File: src/rtl/usbhc_pkg.sv
package usbhc_pkg;

    localparam int INT_BITS = 6;
    localparam int STS_W    = 32;

    localparam int B_XFER  = 0;
    localparam int B_ERR   = 1;
    localparam int B_PORT  = 2;
    localparam int B_ROLL  = 3;
    localparam int B_HSE   = 4;
    localparam int B_ADV   = 5;
    localparam int B_HALT  = 12;
    localparam int B_RECL  = 13;
    localparam int B_PSTAT = 14;
    localparam int B_ASTAT = 15;

    localparam int NUM_SCHED = 2;
    localparam int SCH_ASYNC = 0;
    localparam int SCH_PER   = 1;

    typedef enum logic [1:0] {
        SCH_OFF  = 2'd0,
        SCH_RISE = 2'd1,
        SCH_ON   = 2'd2,
        SCH_FALL = 2'd3
    } sched_st_t;

    typedef enum logic [1:0] {
        HLT_HALTED = 2'd0,
        HLT_RUN    = 2'd1,
        HLT_STOP   = 2'd2
    } halt_st_t;

endpackage

File: src/rtl/usbhc_cmd_reg.sv
module usbhc_cmd_reg (
    input  logic clk,
    input  logic rst_n,
    input  logic cmd_we,
    input  logic cmd_run,
    input  logic cmd_async_en,
    input  logic cmd_per_en,
    input  logic cmd_doorbell,
    input  logic host_err,
    input  logic advance,
    output logic run_q,
    output logic aen_q,
    output logic pen_q,
    output logic door_q
);

    logic run_d, aen_d, pen_d, door_d;

    always_comb begin
        run_d = run_q;
        aen_d = aen_q;
        pen_d = pen_q;
        if (cmd_we) begin
            run_d = cmd_run;
            aen_d = cmd_async_en;
            pen_d = cmd_per_en;
        end
        if (host_err) begin
            run_d = 1'b0;
        end
        door_d = (door_q & ~advance) | (cmd_we & cmd_doorbell);
    end

    always_ff @(posedge clk) begin
        if (!rst_n) begin
            run_q  <= 1'b0;
            aen_q  <= 1'b0;
            pen_q  <= 1'b0;
            door_q <= 1'b0;
        end else begin
            run_q  <= run_d;
            aen_q  <= aen_d;
            pen_q  <= pen_d;
            door_q <= door_d;
        end
    end


    hse_stops_run_chk: assert property (@(posedge clk) disable iff (!rst_n)
        host_err |=> !run_q);


    run_write_takes_chk: assert property (@(posedge clk) disable iff (!rst_n)
        (cmd_we && cmd_run && !host_err) |=> run_q);


    door_selfclr_chk: assert property (@(posedge clk) disable iff (!rst_n)
        (door_q && advance && !(cmd_we && cmd_doorbell)) |=> !door_q);

endmodule

File: src/rtl/usbhc_sched_fsm.sv
module usbhc_sched_fsm
    import usbhc_pkg::*;
#(
    parameter int DLY = 3
) (
    input  logic clk,
    input  logic rst_n,
    input  logic en_i,
    output logic sts_o
);

    localparam int CW = (DLY > 1) ? $clog2(DLY) : 1;
    localparam logic [CW-1:0] LOAD = CW'(DLY - 1);

    sched_st_t       state_q, state_d;
    logic [CW-1:0]   cnt_q, cnt_d;

    always_ff @(posedge clk) begin
        if (!rst_n) begin
            state_q <= SCH_OFF;
            cnt_q   <= '0;
        end else begin
            state_q <= state_d;
            cnt_q   <= cnt_d;
        end
    end

    always_comb begin
        state_d = state_q;
        cnt_d   = cnt_q;
        unique case (state_q)
            SCH_OFF: begin
                if (en_i) begin
                    state_d = SCH_RISE;
                    cnt_d   = LOAD;
                end
            end
            SCH_RISE: begin
                if (!en_i)              state_d = SCH_OFF;
                else if (cnt_q == '0)   state_d = SCH_ON;
                else                    cnt_d   = cnt_q - 1'b1;
            end
            SCH_ON: begin
                if (!en_i) begin
                    state_d = SCH_FALL;
                    cnt_d   = LOAD;
                end
            end
            SCH_FALL: begin
                if (en_i)               state_d = SCH_ON;
                else if (cnt_q == '0)   state_d = SCH_OFF;
                else                    cnt_d   = cnt_q - 1'b1;
            end
            default: state_d = SCH_OFF;
        endcase
    end

    always_comb begin
        unique case (state_q)
            SCH_OFF, SCH_RISE: sts_o = 1'b0;
            SCH_ON, SCH_FALL:  sts_o = 1'b1;
            default:           sts_o = 1'b0;
        endcase
    end


    sch_rise_follows_en_chk: assert property (@(posedge clk) disable iff (!rst_n)
        $rose(sts_o) |-> $past(en_i));


    sch_fall_follows_en_chk: assert property (@(posedge clk) disable iff (!rst_n)
        $fell(sts_o) |-> !$past(en_i));

endmodule

File: src/rtl/usbhc_halt_fsm.sv
module usbhc_halt_fsm
    import usbhc_pkg::*;
#(
    parameter int DLY = 4
) (
    input  logic clk,
    input  logic rst_n,
    input  logic run_i,
    output logic halted_o
);

    localparam int CW = (DLY > 1) ? $clog2(DLY) : 1;
    localparam logic [CW-1:0] LOAD = CW'(DLY - 1);

    halt_st_t        state_q, state_d;
    logic [CW-1:0]   cnt_q, cnt_d;

    always_ff @(posedge clk) begin
        if (!rst_n) begin
            state_q <= HLT_HALTED;
            cnt_q   <= '0;
        end else begin
            state_q <= state_d;
            cnt_q   <= cnt_d;
        end
    end

    always_comb begin
        state_d = state_q;
        cnt_d   = cnt_q;
        unique case (state_q)
            HLT_HALTED: begin
                if (run_i) state_d = HLT_RUN;
            end
            HLT_RUN: begin
                if (!run_i) begin
                    state_d = HLT_STOP;
                    cnt_d   = LOAD;
                end
            end
            HLT_STOP: begin
                if (run_i)              state_d = HLT_RUN;
                else if (cnt_q == '0)   state_d = HLT_HALTED;
                else                    cnt_d   = cnt_q - 1'b1;
            end
            default: state_d = HLT_HALTED;
        endcase
    end

    always_comb begin
        unique case (state_q)
            HLT_HALTED:        halted_o = !run_i;
            HLT_RUN, HLT_STOP: halted_o = 1'b0;
            default:           halted_o = 1'b0;
        endcase
    end


    halt_only_after_stop_chk: assert property (@(posedge clk) disable iff (!rst_n)
        $rose(halted_o) |-> ($past(state_q) == HLT_STOP && $past(cnt_q) == '0));

endmodule

File: src/rtl/usbhc_int_sts.sv
module usbhc_int_sts
    import usbhc_pkg::*;
(
    input  logic                clk,
    input  logic                rst_n,
    input  logic [INT_BITS-1:0] set_i,
    input  logic                clr_we_i,
    input  logic [INT_BITS-1:0] clr_i,
    input  logic [INT_BITS-1:0] mask_i,
    output logic [INT_BITS-1:0] sts_o,
    output logic                irq_o
);

    logic [INT_BITS-1:0] sts_q;
    logic [INT_BITS-1:0] clr_v;

    assign clr_v = clr_we_i ? clr_i : '0;

    always_ff @(posedge clk) begin
        if (!rst_n) begin
            sts_q <= '0;
        end else begin
            sts_q <= (sts_q & ~clr_v) | set_i;
        end
    end

    assign sts_o = sts_q;
    assign irq_o = |(sts_q & mask_i);


    set_wins_chk: assert property (@(posedge clk) disable iff (!rst_n)
        (|set_i) |=> ((sts_q & $past(set_i)) == $past(set_i)));


    no_clear_without_one_chk: assert property (@(posedge clk) disable iff (!rst_n)
        ((~sts_q & $past(sts_q) & ~$past(clr_v)) == '0));

endmodule

File: src/rtl/usbhc_cmdsts.sv
module usbhc_cmdsts
    import usbhc_pkg::*;
#(
    parameter int SCHED_DLY = 3,
    parameter int HALT_DLY  = 4
) (
    input  logic                clk,
    input  logic                rst_n,
    input  logic                cmd_we,
    input  logic                cmd_run,
    input  logic                cmd_async_en,
    input  logic                cmd_per_en,
    input  logic                cmd_doorbell,
    input  logic                sts_we,
    input  logic [INT_BITS-1:0] sts_wdata,
    input  logic [INT_BITS-1:0] irq_mask,
    input  logic                eng_advance,
    input  logic                eng_xfer_done,
    input  logic                eng_xfer_err,
    input  logic                eng_port_chg,
    input  logic                eng_frame_roll,
    input  logic                eng_host_err,
    input  logic                eng_reclaim,
    output logic [STS_W-1:0]    status,
    output logic                run_out,
    output logic                async_en_out,
    output logic                per_en_out,
    output logic                doorbell_out,
    output logic                irq
);

    logic                 run_q, aen_q, pen_q, door_q;
    logic                 halted;
    logic                 recl_q;
    logic [NUM_SCHED-1:0] sch_en;
    logic [NUM_SCHED-1:0] sch_sts;
    logic [INT_BITS-1:0]  set_v;
    logic [INT_BITS-1:0]  int_sts;

    usbhc_cmd_reg u_cmd (
        .clk          (clk),
        .rst_n        (rst_n),
        .cmd_we       (cmd_we),
        .cmd_run      (cmd_run),
        .cmd_async_en (cmd_async_en),
        .cmd_per_en   (cmd_per_en),
        .cmd_doorbell (cmd_doorbell),
        .host_err     (eng_host_err),
        .advance      (eng_advance),
        .run_q        (run_q),
        .aen_q        (aen_q),
        .pen_q        (pen_q),
        .door_q       (door_q)
    );

    usbhc_halt_fsm #(.DLY(HALT_DLY)) u_halt (
        .clk      (clk),
        .rst_n    (rst_n),
        .run_i    (run_q),
        .halted_o (halted)
    );

    assign sch_en[SCH_ASYNC] = aen_q;
    assign sch_en[SCH_PER]   = pen_q;

    for (genvar g = 0; g < NUM_SCHED; g++) begin : g_sched
        usbhc_sched_fsm #(.DLY(SCHED_DLY)) u_sch (
            .clk   (clk),
            .rst_n (rst_n),
            .en_i  (sch_en[g]),
            .sts_o (sch_sts[g])
        );
    end

    always_comb begin
        set_v         = '0;
        set_v[B_XFER] = eng_xfer_done;
        set_v[B_ERR]  = eng_xfer_err;
        set_v[B_PORT] = eng_port_chg;
        set_v[B_ROLL] = eng_frame_roll;
        set_v[B_HSE]  = eng_host_err;
        set_v[B_ADV]  = eng_advance & door_q;
    end

    usbhc_int_sts u_int (
        .clk      (clk),
        .rst_n    (rst_n),
        .set_i    (set_v),
        .clr_we_i (sts_we),
        .clr_i    (sts_wdata),
        .mask_i   (irq_mask),
        .sts_o    (int_sts),
        .irq_o    (irq)
    );

    always_ff @(posedge clk) begin
        if (!rst_n) recl_q <= 1'b0;
        else        recl_q <= eng_reclaim;
    end

    always_comb begin
        status                 = '0;
        status[INT_BITS-1:0]   = int_sts;
        status[B_HALT]         = halted;
        status[B_RECL]         = recl_q;
        status[B_PSTAT]        = sch_sts[SCH_PER];
        status[B_ASTAT]        = sch_sts[SCH_ASYNC];
    end

    assign run_out      = run_q;
    assign async_en_out = aen_q;
    assign per_en_out   = pen_q;
    assign doorbell_out = door_q;


    recl_follows_chk: assert property (@(posedge clk) disable iff (!rst_n)
        status[B_RECL] == $past(eng_reclaim));

endmodule

File: config.mk
export PLATFORM = sky130hd
export DESIGN_NAME = usbhc_cmdsts
export DESIGN_NICKNAME = d
export VERILOG_FILES = /design/src/rtl/usbhc_pkg.sv /design/src/rtl/usbhc_cmd_reg.sv /design/src/rtl/usbhc_sched_fsm.sv /design/src/rtl/usbhc_halt_fsm.sv /design/src/rtl/usbhc_int_sts.sv /design/src/rtl/usbhc_cmdsts.sv
export SDC_FILE = /design/constraint.sdc
export NUM_CORES = 1
export LEC_CHECK = 0
export ABC_AREA = 1
export ABC_CLOCK_PERIOD_IN_PS = 1200
export BUFFER_PORTS_ARGS = -buffer_cell sky130_fd_sc_hd__buf_2
export CAP_MARGIN = 20
export CELL_PAD_IN_SITES_DETAIL_PLACEMENT = 1
export CELL_PAD_IN_SITES_GLOBAL_PLACEMENT = 1
export CORE_MARGIN = 3
export CORE_UTILIZATION = 30
export CTS_CLUSTER_SIZE = 10
export DETAILED_ROUTE_END_ITERATION = 10
export HOLD_SLACK_MARGIN = 0.12
export PLACE_DENSITY_LB_ADDON = 0.08
export SLEW_MARGIN = 20
export SYNTH_ARGS = -nofsm -noshare
export SYNTH_HDL_FRONTEND = slang
export SYNTH_SLANG_ARGS = --single-unit
File: constraint.sdc
create_clock -name clk -period 1.2 [get_ports clk]
set_input_delay 0.06 -clock clk [delete_from_list [all_inputs] [get_ports clk]]
set_output_delay 0.06 -clock clk [all_outputs]
set_load 0.05 [all_outputs]
======== Word-level counts from Yosys, hierarchy flattened ========
Cells that the tools add are included.
cells by class
  equality and inequality tests ........... 25
  bitwise logic cells ..................... 10
  reductions and logical operators ........ 20
  add/subtract/negate cells ............... 3
  multiplexer cells ....................... 39
operators with widths
  operator               count
  $mux W2                29
  $pmux W2 S4            4
  $ne A2 B2 Y1 const B   12
  $reduce_and A4 Y1      5
  $ne A3 B2 Y1 const B   5
  $and A6 B6 Y6          2
  $logic_not A2 Y1       6
  $eq A2 B2 Y1 const B   5
  $reduce_or A2 Y1       5
  $eq A2 B1 Y1 const B   3
  $mux W6                1
  $not A6 Y6             1
  $or A6 B6 Y6           1
  $pmux W2 S3            1
  $reduce_or A6 Y1       1
  $sub A2 B1 Y2 const B  3
  $pmux W1 S2            2
  $pmux W2 S2            1
  $and A1 B1 Y1          3
  $reduce_and A3 Y1      1
  $not A1 Y1             2
  $reduce_bool A2 Y1     1
  $logic_not A1 Y1       1
  $mux W1                1
  $or A1 B1 Y1           1
word-level totals
  input bits .............................. 27
  output and inout bits ................... 37
  register bits after elaboration ......... 23
  word-level logic and storage cells ...... 109

======== Longest topological paths before layout ========
  word-level depth ........................ 4
  mapped depth ............................ 8
  gate-level depth less buffers ........... 8

======== Modules after synthesis ========
From an unflattened synthesis, not the netlist that was laid out.
unflattened totals
  cells, all modules ...................... 184
  area, all modules ....................... 1249.9 µm²
by module, submodules not included
  module           sequential area each (µm²)  area an instance (µm²)  times used  cells each
  usbhc_sched_fsm  80.1                        207.7                   2           31
  usbhc_int_sts    120.1                       266.5                   1           43
  usbhc_cmdsts     20.0                        219.0                   1           30
  usbhc_halt_fsm   80.1                        200.2                   1           28
  usbhc_cmd_reg    80.1                        148.9                   1           21

======== Least setup slack after synthesis ========
No wires, ideal clock.
  kind .................................... register to output
  start point ............................. register u_int.sts_q[2] (netlist: u_int.sts_o[2])
  end point ............................... output port irq
  path slack .............................. -0.092 ns
  cell stages (with the launch flop) ...... 5
  data required time ...................... 1.140 ns
  path buffers ............................ 0
  arrival time ............................ 1.232 ns
  path through ............................ dfxtp_1 > nand2_1 > nand2_1 > a21oi_1 > nand4_1
on the way
  word-level cells in the longest chain between the ends .. 2
RTL lines
  item                    line                 source
  from (decl)             usbhc_int_sts.sv:14  logic [INT_BITS-1:0] sts_q;
  from (signal assigned)  usbhc_int_sts.sv:23  sts_q <= (sts_q & ~clr_v) | set_i;
  $and A6 B6 Y6           usbhc_int_sts.sv:28  assign irq_o = |(sts_q & mask_i);
  $reduce_or A6 Y1        usbhc_int_sts.sv:28
  to (decl)               usbhc_cmdsts.sv:29   output logic irq
Every way passes these cells.

======== Worst setup path in the final report ========
Same ends and word-level chain as after synthesis.

==> flow_summary.ini <==
[floorplanning]
dieArea_sq_um = 4810
fp.dieH_microns = 69.4
die_w_microns = 69.4
core_area_sq_um = 3770
io_pins = 64
rows = 22
start_util_pct = 32.0

[clocking]
htreeDepth = 1
root_buffer = clkbuf_8
clkSlewWorstSetupHoldPaths_ns = 0.09
clock_latency_ns = 0.27
cts.sinks = 23
cts_tree = done
numCtsBuffers = 3
clock_path_buffers = 2

[synthesis]
netlist_instances = 167
synth.avg_cell_area_sq_um = 7.22
synth_top_area_share_pct = 38.2
ys_top_cells_by_area = dfxtp_1 38%, buf_4 16%, nand2_1 12%
seq_area_frac_synth_pct = 38.2
syn-cell-area_sq_um = 1200
synthDistinctLibCells = 19
ys_ff_latch = 23
synth_top_cell_by_area = dfxtp_1
ys_warn_count = 0

[timing]
final-hold-violation-count = 0
rsz0062_at_grt = true
setup_violations = 0
maxSlewViolCount = 0
post-route-period-util_pct = 96.7
min_period_ns = 1.16
skew_ns = 0.00564
fmax_ghz = 0.862
fin_hold_ws_ns = 0.136

[worst_setup_path]
crit_fanout = 3
reg2reg_setup_slack_ns = 0.06
critPathCaptureType = output port
critPathLaunchType = register
cp_data_required_time_ns = 1.14
arrival_ns = 1.10
path_class = reg -> out

[global_route]
grt_pass1_vias = 1202
grt_pass1_wl_mm = 5.02
gr-total-overflow = 0
track_usage_pct = 12.8
antenna_found_initial = 0
grt_max_degree = 14

[routing]
ant_nets = 0
num_vias = 1177
wl_per_cell_microns = 11.2
firstDrtPassIters = 4
drc_errors = 0
via_per_inst = 4.31
drt-total-wl_mm = 3.07
drtIter0Drc = 32

[placement]
numPlacedInstances = 248
gp_congestion = 0.772
io_buffers = 41
dpl.hpwl_mm = 2.18

[hold_path]
hold_class = in -> reg

[run_status]
status = finished, final reports clean

[power]
p_leak_nw = 0.823
peakVddDrop_v = 0.000448
p_per_area_nw_per_um2 = 1230

[cells_and_area]
drive_above_1_share_pct = 30.7
fin_cells = 273
seq_area_sq_um = 468
multi_input_area_sq_um = 548
utilization_pct = 43.0
num_antenna_cells = 0
nets = 256
synthToLayoutAreaGrowth_pct = 34.6
fillCellCount = 487

[flow_run]
maxCapViolations = 0
-- area by class of cell --
cell class | instances | area share (%)
clock buffers | 3 | 2.55
clock inverters | 1 | 0.309
inverters | 20 | 4.63
multi-input cells | 115 | 33.8
flip-flops and latches | 23 | 28.9
well taps | 48 | 3.70
repair buffers | 63 | 26.2
-- what timing repair did --
| item | 4_1_cts | 5_1_grt |
|---|---|---|
| pin swaps | 0 | 5 |
| hold buffers | 18 | 0 |
| endpoints found under the hold margin | 11 | 0 |
| gates resized for setup | 3 | 11 |
| gates cloned | 0 | 0 |
| setup buffers | 0 | 3 |
| endpoints found under the setup margin | 2 | 8 |
-- worst max-delay path, cell delays in order, from the launching register on --
cell     delay [ns]
dfxtp_2        0.33
nand2_1        0.07
nand2_2        0.05
a21oi_2        0.10
nand4_1        0.11
buf_6          0.17
-- layout by cell type (no fill, tap or decap) --
| master | count |
|---|---|
| nor3_1 | 1 |
| buf_4 | 5 |
| a21oi_2 | 2 |
| clkbuf_8 | 3 |
| a21oi_1 | 13 |
| o21ai_0 | 3 |
| conb_1 | 22 |
| nand3_2 | 2 |
| buf_6 | 1 |
| dfxtp_1 | 17 |
| buf_2 | 39 |
| ha_1 | 2 |
| nand2_2 | 8 |
| dfxtp_2 | 6 |
| ha_2 | 1 |
| nor2_2 | 1 |
| nand4_1 | 4 |
| nor2_1 | 19 |
| nand2_1 | 34 |
| dlygate4sd3_1 | 18 |
| a211oi_1 | 2 |
| clkinv_2 | 1 |
| o211ai_1 | 1 |
| inv_1 | 20 |
-- where the power goes --
part	internal, mW	switching (mW)
registers	0.822	0.0389
clock network	0.232	0.258
logic	0.188	0.451
total	1.24	0.748
-- per-layer routing --
metal | up-vias | wire, microns | track usage [%]
li1 | 586 | - | -
met1 | 537 | 1230 | 13.6
met2 | 48 | 1520 | 23.1
met3 | 6 | 261 | 3.77
met4 | 0 | 61 | 5.86
met5 | - | 0 | 0
-- worst paths after layout --
check | start | to | depth (start not counted)
worst max-delay path | u_int.sts_o[2]$_SDFF_PN0_ | irq | 5
worst min-delay path | sts_we | u_int.sts_o[5]$_SDFF_PN0_ | 4
worst max register to register | g_sched[1].u_sch.cnt_q[0]$_SDFFE_PN0P_ | g_sched[1].u_sch.cnt_q[0]$_SDFFE_PN0P_ | 8
worst min register to register | u_int.sts_o[5]$_SDFF_PN0_ | u_int.sts_o[5]$_SDFF_PN0_ | 2
-- cell families after synthesis --
| kind of cell | after synthesis | share of synthesized area [%] |
|---|---|---|
| adder cells (fa/ha/maj) | 3 | 3.12 |
| AO/OA/AOI/OAI | 21 | 9.66 |
| buffers and inverters | 50 | 24.6 |
| other | 1 | 0.311 |
| AND/OR/NAND/NOR | 69 | 24.1 |
| flip-flops | 23 | 38.2 |
-- registers in the layout, indices dropped and copies added, names as in the netlist, named ones only --
signal / cells
u_cmd.run_q: 1
g_sched.u_sch.state_q: 2
u_halt.state_q: 2
u_cmd.pen_q: 1
recl_q: 1
u_cmd.door_q: 1
u_int.sts_o: 6
g_sched.u_sch.cnt_q: 4
u_halt.cnt_q: 2
u_cmd.aen_q: 1
-- synth_stat cells --
cell      instances
nor2_1           20
clkbuf_1          2
nand2_1          39
nand4_1           4
a21oi_2           1
nand2_2           3
conb_1            1
o211ai_1          1
nor3_1            1
o21ai_0           3
a21oi_1          14
nand3_2           2
ha_1              3
dfxtp_1          23
buf_4            26
buf_2             1
clkbuf_8          1
a211oi_1          2
inv_1            20
-- through the flow --
| step | cell area [sq um] | setup slack (ns) | power [mW] | setup TNS (ns) |
|---|---|---|---|---|
| global placement | 1340 | 0.137 | 1.42 | 0 |
| detailed placement | 1340 | 0.00468 | 1.44 | 0 |
| finish | 1620 | 0.0402 | 1.99 | 0 |
| floorplan | 1290 | 0.0155 | 1.39 | 0 |
| CTS | 1580 | 0.00580 | 1.99 | 0 |
| global route | 1620 | -0.0682 | 2.12 | -0.131 |
Power figures use the tool's default switching activity.
